--- src/rtl/dbg_cs_pkg.sv ---
package dbg_cs_pkg;

    typedef enum logic {
        LINK_TWOWIRE = 1'b0,
        LINK_SCAN    = 1'b1
    } link_e;

    localparam int WORD_W    = 32;
    localparam int NUM_ACK   = 3;

    localparam int B_SYS_ACK = 31;
    localparam int B_SYS_REQ = 30;
    localparam int B_DBG_ACK = 29;
    localparam int B_DBG_REQ = 28;
    localparam int B_RST_ACK = 27;
    localparam int B_RST_REQ = 26;
    localparam int B_ERRMODE = 24;
    localparam int B_WDERR   = 7;
    localparam int B_RDOK    = 6;
    localparam int B_STKERR  = 5;
    localparam int B_STKORUN = 1;
    localparam int B_ORUNEN  = 0;

    localparam logic [WORD_W-1:0] USED_MASK =
        (WORD_W'(1) << B_SYS_ACK) | (WORD_W'(1) << B_SYS_REQ) |
        (WORD_W'(1) << B_DBG_ACK) | (WORD_W'(1) << B_DBG_REQ) |
        (WORD_W'(1) << B_RST_ACK) | (WORD_W'(1) << B_RST_REQ) |
        (WORD_W'(1) << B_ERRMODE) | (WORD_W'(1) << B_WDERR)   |
        (WORD_W'(1) << B_RDOK)    | (WORD_W'(1) << B_STKERR)  |
        (WORD_W'(1) << B_STKORUN) | (WORD_W'(1) << B_ORUNEN);
    localparam logic [WORD_W-1:0] RSVD_MASK = ~USED_MASK;

    // Host-writable control fields
    typedef struct packed {
        logic sys_req;
        logic dbg_req;
        logic rst_req;
        logic errmode;
        logic orun_en;
    } ctl_t;

    // Sticky and tracked status flags
    typedef struct packed {
        logic wderr;
        logic rdok;
        logic stkerr;
        logic stkorun;
    } flags_t;

    function automatic ctl_t decode_ctl(input logic [WORD_W-1:0] w);
        ctl_t c;
        c.sys_req = w[B_SYS_REQ];
        c.dbg_req = w[B_DBG_REQ];
        c.rst_req = w[B_RST_REQ];
        c.errmode = w[B_ERRMODE];
        c.orun_en = w[B_ORUNEN];
        return c;
    endfunction

    // ack order: [2] system power, [1] debug power, [0] debug reset
    function automatic logic [WORD_W-1:0] pack_word(input ctl_t c,
                                                    input logic [NUM_ACK-1:0] ack,
                                                    input flags_t f);
        logic [WORD_W-1:0] w;
        w            = '0;
        w[B_SYS_ACK] = ack[2];
        w[B_SYS_REQ] = c.sys_req;
        w[B_DBG_ACK] = ack[1];
        w[B_DBG_REQ] = c.dbg_req;
        w[B_RST_ACK] = ack[0];
        w[B_RST_REQ] = c.rst_req;
        w[B_ERRMODE] = c.errmode;
        w[B_WDERR]   = f.wderr;
        w[B_RDOK]    = f.rdok;
        w[B_STKERR]  = f.stkerr;
        w[B_STKORUN] = f.stkorun;
        w[B_ORUNEN]  = c.orun_en;
        return w;
    endfunction

endpackage

--- src/rtl/cs_ack_sync.sv ---
module cs_ack_sync #(
    parameter int WIDTH  = 3,
    parameter int STAGES = 2
) (
    input  logic             clk,
    input  logic             rst,
    input  logic [WIDTH-1:0] async_in,
    output logic [WIDTH-1:0] sync_out
);

    for (genvar b = 0; b < WIDTH; b++) begin : g_bit
        logic [STAGES-1:0] chain_q;

        always_ff @(posedge clk) begin
            if (rst) begin
                chain_q <= '0;
            end else begin
                chain_q <= {chain_q[STAGES-2:0], async_in[b]};
            end
        end

        assign sync_out[b] = chain_q[STAGES-1];
    end

endmodule

--- src/rtl/cs_sticky_flag.sv ---
module cs_sticky_flag (
    input  logic clk,
    input  logic rst,
    input  logic set_ev,
    input  logic clr_ev,
    output logic flag_q
);

    // A set in the same cycle as a clear keeps the flag high
    always_ff @(posedge clk) begin
        if (rst) begin
            flag_q <= 1'b0;
        end else if (set_ev) begin
            flag_q <= 1'b1;
        end else if (clr_ev) begin
            flag_q <= 1'b0;
        end
    end

endmodule

--- src/rtl/dbg_ctrlstat_reg.sv ---
module dbg_ctrlstat_reg
    import dbg_cs_pkg::*;
#(
    parameter link_e             LINK        = LINK_TWOWIRE,
    parameter int                ADDR_W      = 8,
    parameter logic [ADDR_W-1:0] REG_OFFSET  = ADDR_W'(4),
    parameter int                SYNC_STAGES = 2
) (
    input  logic              clk,
    input  logic              rst,
    input  logic [ADDR_W-1:0] addr,
    input  logic              wr_en,
    input  logic [31:0]       wr_data,
    input  logic              rd_en,
    output logic [31:0]       rd_data,
    output logic              sys_pwr_req,
    output logic              dbg_pwr_req,
    output logic              dbg_rst_req,
    input  logic              sys_pwr_ack,
    input  logic              dbg_pwr_ack,
    input  logic              dbg_rst_ack,
    input  logic              ap_err,
    input  logic              ap_orun,
    input  logic              ap_rd_done,
    input  logic              ap_rd_ok,
    input  logic              wr_data_err,
    input  logic              wr_discard,
    input  logic              abt_stk_clr,
    input  logic              abt_orun_clr,
    input  logic              abt_wderr_clr
);

    localparam bit IS_SCAN = (LINK == LINK_SCAN);

    logic               wr_hit;
    logic               rd_hit;
    logic               w1c_en;
    ctl_t               ctl_q;
    logic [NUM_ACK-1:0] ack_s;
    logic               stkerr_q;
    logic               stkorun_q;
    logic               wderr_q;
    logic               rdok_q;
    flags_t             flags_vis;

    assign wr_hit = wr_en && (addr == REG_OFFSET);
    assign rd_hit = rd_en && (addr == REG_OFFSET);
    assign w1c_en = IS_SCAN && wr_hit;

    // Host control fields
    always_ff @(posedge clk) begin
        if (rst) begin
            ctl_q <= '0;
        end else if (wr_hit) begin
            ctl_q <= decode_ctl(wr_data);
        end
    end

    assign sys_pwr_req = ctl_q.sys_req;
    assign dbg_pwr_req = ctl_q.dbg_req;
    assign dbg_rst_req = ctl_q.rst_req;

    cs_ack_sync #(
        .WIDTH  (NUM_ACK),
        .STAGES (SYNC_STAGES)
    ) u_ack_sync (
        .clk      (clk),
        .rst      (rst),
        .async_in ({sys_pwr_ack, dbg_pwr_ack, dbg_rst_ack}),
        .sync_out (ack_s)
    );

    cs_sticky_flag u_stkerr (
        .clk    (clk),
        .rst    (rst),
        .set_ev (ap_err && !ctl_q.errmode),
        .clr_ev (abt_stk_clr || (w1c_en && wr_data[B_STKERR])),
        .flag_q (stkerr_q)
    );

    cs_sticky_flag u_stkorun (
        .clk    (clk),
        .rst    (rst),
        .set_ev (ap_orun && ctl_q.orun_en),
        .clr_ev (abt_orun_clr || (w1c_en && wr_data[B_STKORUN])),
        .flag_q (stkorun_q)
    );

    cs_sticky_flag u_wderr (
        .clk    (clk),
        .rst    (rst),
        .set_ev (wr_data_err || wr_discard),
        .clr_ev (abt_wderr_clr),
        .flag_q (wderr_q)
    );

    // Response of the latest completed read
    always_ff @(posedge clk) begin
        if (rst) begin
            rdok_q <= 1'b0;
        end else if (ap_rd_done) begin
            rdok_q <= ap_rd_ok;
        end
    end

    // Flags that exist only on the two-wire flavour read as zero on scan
    always_comb begin
        flags_vis.stkerr  = stkerr_q;
        flags_vis.stkorun = stkorun_q;
        flags_vis.wderr   = IS_SCAN ? 1'b0 : wderr_q;
        flags_vis.rdok    = IS_SCAN ? 1'b0 : rdok_q;
    end

    assign rd_data = rd_hit ? pack_word(ctl_q, ack_s, flags_vis) : '0;

endmodule

--- config.mk ---
export PLATFORM = sky130hd
export DESIGN_NAME = dbg_ctrlstat_reg
export DESIGN_NICKNAME = d
export VERILOG_FILES = /design/src/rtl/dbg_cs_pkg.sv /design/src/rtl/cs_ack_sync.sv /design/src/rtl/cs_sticky_flag.sv /design/src/rtl/dbg_ctrlstat_reg.sv
export SDC_FILE = /design/constraint.sdc
export NUM_CORES = 1
export LEC_CHECK = 0
export BUFFER_PORTS_ARGS = -buffer_cell sky130_fd_sc_hd__buf_4
export CORE_ASPECT_RATIO = 1.1
export CORE_MARGIN = 2
export CORE_UTILIZATION = 34
export DETAILED_ROUTE_END_ITERATION = 8
export GPL_ROUTABILITY_DRIVEN = 0
export MAX_ROUTING_LAYER = met4
export PLACE_DENSITY = 0.82
export SYNTH_ARGS = -nofsm -noshare
export SYNTH_HDL_FRONTEND = slang
export SYNTH_HIERARCHICAL = 1
export SYNTH_SLANG_ARGS = --single-unit
--- constraint.sdc ---
create_clock -name clk -period 1.8 [get_ports clk]
set_clock_uncertainty 0.1 [all_clocks]
set_input_delay 0.09 -clock clk [delete_from_list [all_inputs] [get_ports clk]]
set_output_delay 0.09 -clock clk [all_outputs]
set_load 0.01 [all_outputs]
==> results of run 1 <==
## cell families after synthesis
logic type,count (synthesis),synth area share
compound gates,3,0.0307
buf+inv,30,0.236
flops,15,0.350
mux,6,0.0701
other cells,1,0.00438
simple gates,39,0.308
## synth_stat cells (3+ instances only)
master	n
and2_1	13
nand2b_1	13
buf_4	24
a21oi_2	3
nor2b_1	7
inv_1	5
dfxtp_1	15
mux2i_1	6
## metrics by stage
stage	utilization	cell area (sq um)	std cells	setup slack (ns)	total power [mW]
after floorplan	-	928	113	0.452	0.432
after global placement	0.455	1110	163	0.223	0.445
after detailed placement	0.455	1110	163	0.206	0.448
after CTS	0.527	1290	182	0.197	0.653
after global routing	0.531	1300	183	0.120	0.693
final	0.531	1300	183	0.172	0.658
## power breakdown
group	switching, mW	internal, mW	leakage (nW)
clock	0.0999	0.0857	0.0150
combinational	0.0496	0.0761	0.494
sequential	0.00410	0.342	0.123
total	0.154	0.504	0.632
## per-layer routing
metal,track usage,vias to the layer above
met4,0.0752,0
met1,0.171,321
met5,-,-
li1,-,362
met3,0.0293,4
met2,0.235,50
## critical path, cell delays in order
cell	delay (ns)
buf_4	0.10
or4_1	0.60
nor3_2	0.14
buf_4	0.20
and2_1	0.18
buf_4	0.13
## worst min-delay path by stage
| stage | startpoint | endpoint | slack [ns] | cells past startpoint |
|---|---|---|---|---|
| 5_1_grt | ap_err | u_stkerr/flag_q | 0.09 | 4 |
| 4_1_cts | rst | u_stkerr/flag_q | 0.004 | 2 |
| 3_3_place_gp | sys_pwr_ack | u_ack_sync/g_bit[2].chain_q[0] | 0.21 | 2 |
| 2_1_floorplan | rst | u_stkerr/flag_q | 0.05 | 1 |
| 6_report | ap_err | u_stkerr/flag_q | 0.1 | 4 |
| 3_5_place_dp | sys_pwr_ack | u_ack_sync/g_bit[2].chain_q[0] | 0.21 | 2 |
## layout make-up
| cell class | instances | area share |
|---|---|---|
| well taps | 31 | 0.0298 |
| flip-flops and latches | 15 | 0.231 |
| clock buffers | 4 | 0.0202 |
| inverters | 5 | 0.0144 |
| repair buffers | 60 | 0.377 |
| multi-input cells | 68 | 0.327 |
## repair_timing
item                                   CTS  global route
setup endpoints to repair                0             0
hold buffers                            15             1
endpoints found under the hold margin   12             1
==> impl_metrics.py, run 1 <==
metrics = {
    "detailed_routing": {
        "drt-wirelength-per-cell_um": 10.9,
        "wl_met2_um": 940,
        "wl_met1_um": 836,
        "first_iter_violations": 8,
        "firstDrtPassIters": 2,
        "drc_errors": 0,
        "routed_wl_mm": 2.00,
        "dr.max_layer_used": "met4",
        "route.met3.wl_um": 191,
        "vias_per_cell": 4.03,
        "ant_nets": 0,
        "vias": 737,
    },
    "timing": {
        "min_period_over_period": 0.905,
        "fmax_ghz": 0.614,
        "grt_setup_unrepaired": "no",
        "fin_tns_setup_ns": 0,
        "drv_slew": 0,
        "hold_viol": 0,
        "setup_viol": 0,
        "whs_ns": 0.0961,
        "period_needed_ns": 1.63,
    },
    "cells_and_area": {
        "top_register": "u_ack_sync/g_bit.chain_q",
        "ff_latch_area_sq_um": 300,
        "antenna_cells": 0,
        "layout_commonest_cell": "buf_4",
        "drive_gt1_frac": 0.355,
        "fillers": 205,
        "syn_to_final_growth_pct": 51.7,
        "nNetsFinal": 209,
        "largest_reg_flops": 6,
        "mostFrequentLayoutCells": "buf_4 (44), conb_1 (20), dlygate4sd3_1 (16)",
        "multi_input_area_sq_um": 425,
        "top_regs": "u_ack_sync/g_bit.chain_q (6), ctl_q (2)",
    },
    "clock_network": {
        "clk_pin_slew_ns": 0.09,
        "cts_root_buf": "clkbuf_4",
        "cts_resized": 0,
        "cts_inserted_buffers": 3,
        "cts_tree": "done",
        "cts_setup_buffers": 0,
        "clockBufferDepth": 2,
        "clock_sinks": 15,
        "cts_htree_levels": 1,
        "clock_latency_ns": 0.27,
    },
    "logic_synthesis": {
        "synthCells": 94,
        "syn_area_per_cell_sq_um": 9.12,
        "syn_area_sq_um": 857,
        "synth.area.top_cells": "dfxtp_1 (35%), buf_4 (21%), and2_1 (9.5%), nand2b_1 (9.5%), mux2i_1 (7.0%)",
        "synth_area_leader_cell": "dfxtp_1",
        "yosysUniqueCellTypes": 16,
        "yosys_warnings": 6,
        "synth-edff-count": 0,
        "synth-seq-cells": 15,
        "synthFlopType": "dfxtp_1",
        "synth_top_area_frac": 0.350,
        "async_flop_share": 0,
        "ys_seq_area_frac": 0.350,
    },
    "die": {
        "ios": 91,
        "initial_utilization": 0.350,
        "die_h_um": 56.7,
        "coreArea_sq_um": 2450,
        "die_area_sq_um": 2940,
        "rows": 19,
        "die_w_um": 51.9,
    },
    "critical_path": {
        "critical_path.startpoint": "addr[1]",
        "worst-r2r-setup-slack_ns": 0.40,
        "cp.required_ns": 1.61,
        "crit_fanout": 12,
        "cp.arrival_ns": 1.44,
        "cp-start-kind": "input port",
        "crit_type": "input port to primary output",
        "reg2reg_from": "ctl_q[0]",
        "r2r_cells": 4,
        "cp-end-kind": "primary output",
        "r2r_end": "u_stkorun/flag_q",
        "crit_end": "rd_data[6]",
    },
    "flow_run": {
        "maxCapViolCount": 0,
    },
    "global_route": {
        "grt_first_pass_wirelength_mm": 3.15,
        "grt_antenna_before_repair": 0,
        "grt_max_degree": 21,
        "grt_use_total": 0.147,
        "grt-ovfl-total": 0,
        "grt_pass1_vias": 745,
    },
    "power": {
        "leakage_nw": 0.632,
        "powerDensity_nw_per_um2": 506,
        "irDropWorstVdd_v": 0.000399,
    },
    "place": {
        "port_buffers": 43,
        "dp_hpwl_mm": 1.25,
    },
    "worst_hold_path": {
        "hp-class": "input port to flop",
    },
    "status": {
        "status": "complete, no violations",
    },
}
Note: power is estimated with default switching activity, not from simulation.
==> inputs of run 2 (changes only) <==
--- a/config.mk
+++ b/config.mk
@@ -5,10 +5,11 @@
 export SDC_FILE = /design/constraint.sdc
 export NUM_CORES = 1
 export LEC_CHECK = 0
+export ABC_AREA = 1
 export BUFFER_PORTS_ARGS = -buffer_cell sky130_fd_sc_hd__buf_4
 export CORE_ASPECT_RATIO = 1.1
 export CORE_MARGIN = 2
-export CORE_UTILIZATION = 34
+export CORE_UTILIZATION = 35
 export DETAILED_ROUTE_END_ITERATION = 8
 export GPL_ROUTABILITY_DRIVEN = 0
 export MAX_ROUTING_LAYER = met4
==> impl_metrics.py, run 2 <==
metrics = {
    "global_route": {
        "grt_max_degree": 13,
        "grt_first_pass_wirelength_mm": 2.96,
        "grt_antenna_before_repair": 0,
        "grt_use_total": 0.132,
        "grt_pass1_vias": 797,
        "grt-ovfl-total": 0,
    },
    "critical_path": {
        "path_buf_inv": 3,
        "crit_slowest_cell": "dlygate4sd3_1",
        "cpPeakStageDelay_ns": 0.58,
        "cp.arrival_ns": 1.51,
        "cp-end-kind": "flop",
        "cp-start-kind": "input port",
        "cp_cell_sequence": "dlygate4sd3_1 -> buf_4 -> a21oi_1 -> dlygate4sd3_1 -> nor2_1",
        "crit_fanout": 1,
        "path_common_cell": "dlygate4sd3_1",
        "crit_family": "buffers and inverters",
        "crit_type": "input port to flop",
        "cp.required_ns": 1.87,
    },
    "detailed_routing": {
        "routed_wl_mm": 1.67,
        "vias": 819,
        "vias_per_cell": 3.76,
        "first_iter_violations": 1,
        "ant_nets": 0,
        "drt-wirelength-per-cell_um": 7.67,
        "firstDrtPassIters": 3,
        "drc_errors": 0,
    },
    "power": {
        "leakage_nw": 0.691,
        "power_uw": 655,
        "irDropWorstVdd_v": 0.000410,
        "powerDensity_nw_per_um2": 499,
    },
    "die": {
        "die_h_um": 57.8,
        "ios": 91,
        "die_area_sq_um": 3060,
        "initial_utilization": 0.369,
        "die_w_um": 52.9,
        "coreArea_sq_um": 2500,
        "rows": 19,
    },
    "logic_synthesis": {
        "syn_area_sq_um": 921,
        "ys_seq_area_frac": 0.326,
        "synth.most_common_cell": "inv_1",
        "yosys_warnings": 6,
        "synth_commonest_cells": "inv_1 (33), buf_4 (23), nor2_1 (19), dfxtp_1 (15)",
        "synth-seq-cells": 15,
        "async_flop_share": 0,
        "synth_top_area_frac": 0.326,
        "synth_area_leader_cell": "dfxtp_1",
        "synthCells": 133,
        "synth-edff-count": 0,
        "synthFlopType": "dfxtp_1",
        "syn_area_per_cell_sq_um": 6.92,
        "yosysUniqueCellTypes": 14,
        "synth.area.top_cells": "dfxtp_1 (33%), buf_4 (19%), inv_1 (13%), nor2_1 (7.7%), nor2_2 (7.5%)",
    },
    "clock_network": {
        "clock_latency_ns": 0.28,
        "clk_pin_slew_ns": 0.09,
        "clock_sinks": 15,
        "cts_root_buf": "clkbuf_4",
        "cts_setup_buffers": 0,
        "cts_htree_levels": 1,
        "cts_tree": "done",
        "clockBufferDepth": 2,
        "cts_inserted_buffers": 3,
    },
    "timing": {
        "grt_setup_unrepaired": "no",
        "fin_tns_setup_ns": 0,
        "min_period_over_period": 0.799,
        "setup_viol": 0,
        "fmax_ghz": 0.695,
        "period_needed_ns": 1.44,
        "drv_slew": 0,
        "hold_viol": 0,
    },
    "cells_and_area": {
        "drive_gt1_frac": 0.348,
        "syn_to_final_growth_pct": 42.5,
        "nNetsFinal": 244,
        "top_regs": "u_ack_sync/g_bit.chain_q (6), ctl_q (2)",
        "top_register": "u_ack_sync/g_bit.chain_q",
        "mostFrequentLayoutCells": "buf_4 (44), inv_1 (33), conb_1 (20)",
        "layout_commonest_cell": "buf_4",
        "largest_reg_flops": 6,
        "antenna_cells": 0,
    },
    "flow_run": {
        "maxCapViolCount": 0,
    },
    "place": {
        "port_buffers": 43,
        "dp_hpwl_mm": 1.24,
    },
    "status": {
        "status": "complete, no violations",
    },
    "worst_hold_path": {
        "hp-class": "input port to flop",
    },
}
run 2: tightest hold or removal path: cells and delay by family:
family	cells	cell delay, ns
buffers and inverters	2	0.10
and+or+nand+nor	3	0.17
run 2: through the flow:
step | hold slack, ns | area (sq um) | cells | setup slack, ns | utilization
3_3_place_gp | 0.197 | 1150 | 201 | 0.578 | 0.463
4_1_cts | 0.0117 | 1310 | 218 | 0.450 | 0.526
6_report | 0.0206 | 1310 | 218 | 0.361 | 0.526
3_5_place_dp | 0.203 | 1150 | 201 | 0.575 | 0.463
5_1_grt | 0.0612 | 1310 | 218 | 0.308 | 0.526
2_1_floorplan | 0.0524 | 992 | 152 | 0.886 | -
run 2: path summary, 6_finish.rpt:
path	depth (start not counted)	slack [ns]	from	end
worst max-delay path	5	0.36	ap_rd_ok	rdok_q
worst min-delay path	5	0.02	wr_data[30]	sys_pwr_req
worst max register to register	5	0.42	rdok_q	rdok_q
worst min register to register	2	0.30	u_ack_sync/g_bit[0].chain_q[0]	u_ack_sync/g_bit[0].chain_q[1]
run 2: timing repair:
item | 4_1_cts | 5_1_grt
gates resized for setup | 0 | 0
hold buffers | 13 | 0
endpoints found under the hold margin | 10 | 0
setup endpoints to repair | 0 | 0
run 2: cells by family (layout without fill, tap and decap cells):
logic type             count (synthesis)  after routing  share of synthesized area
buffers and inverters                 59             94                      0.359
AND/OR/NAND/NOR                       49             49                      0.250
flip-flops                            15             15                      0.326
AO/OA/AOI/OAI                          9              9                     0.0611
other                                  1             20                    0.00407
run 2: layer usage:
layer	GRT usage	vias up	wire, um	part of all wire
met5	-	-	0	0
met4	0.0769	0	37	0.022
met3	0.00773	4	107	0.064
met2	0.250	34	885	0.53
met1	0.128	339	642	0.38
li1	-	442	-	-
run 2: final cells by class:
type | count | area (sq um)
fillers | 272 | 1180
repair buffers | 57 | 460
multi-input cells | 78 | 362
flip-flops and latches | 15 | 300
inverters | 33 | 124
well taps | 31 | 38.8
clock buffers | 3 | 22.5
clock inverters | 1 | 5.00
run 2: report_power, final:
group	internal, mW	switching, mW	total, mW
clock network	0.0824	0.103	0.185
registers	0.342	0.00337	0.346
logic	0.0687	0.0556	0.124
total	0.493	0.162	0.655
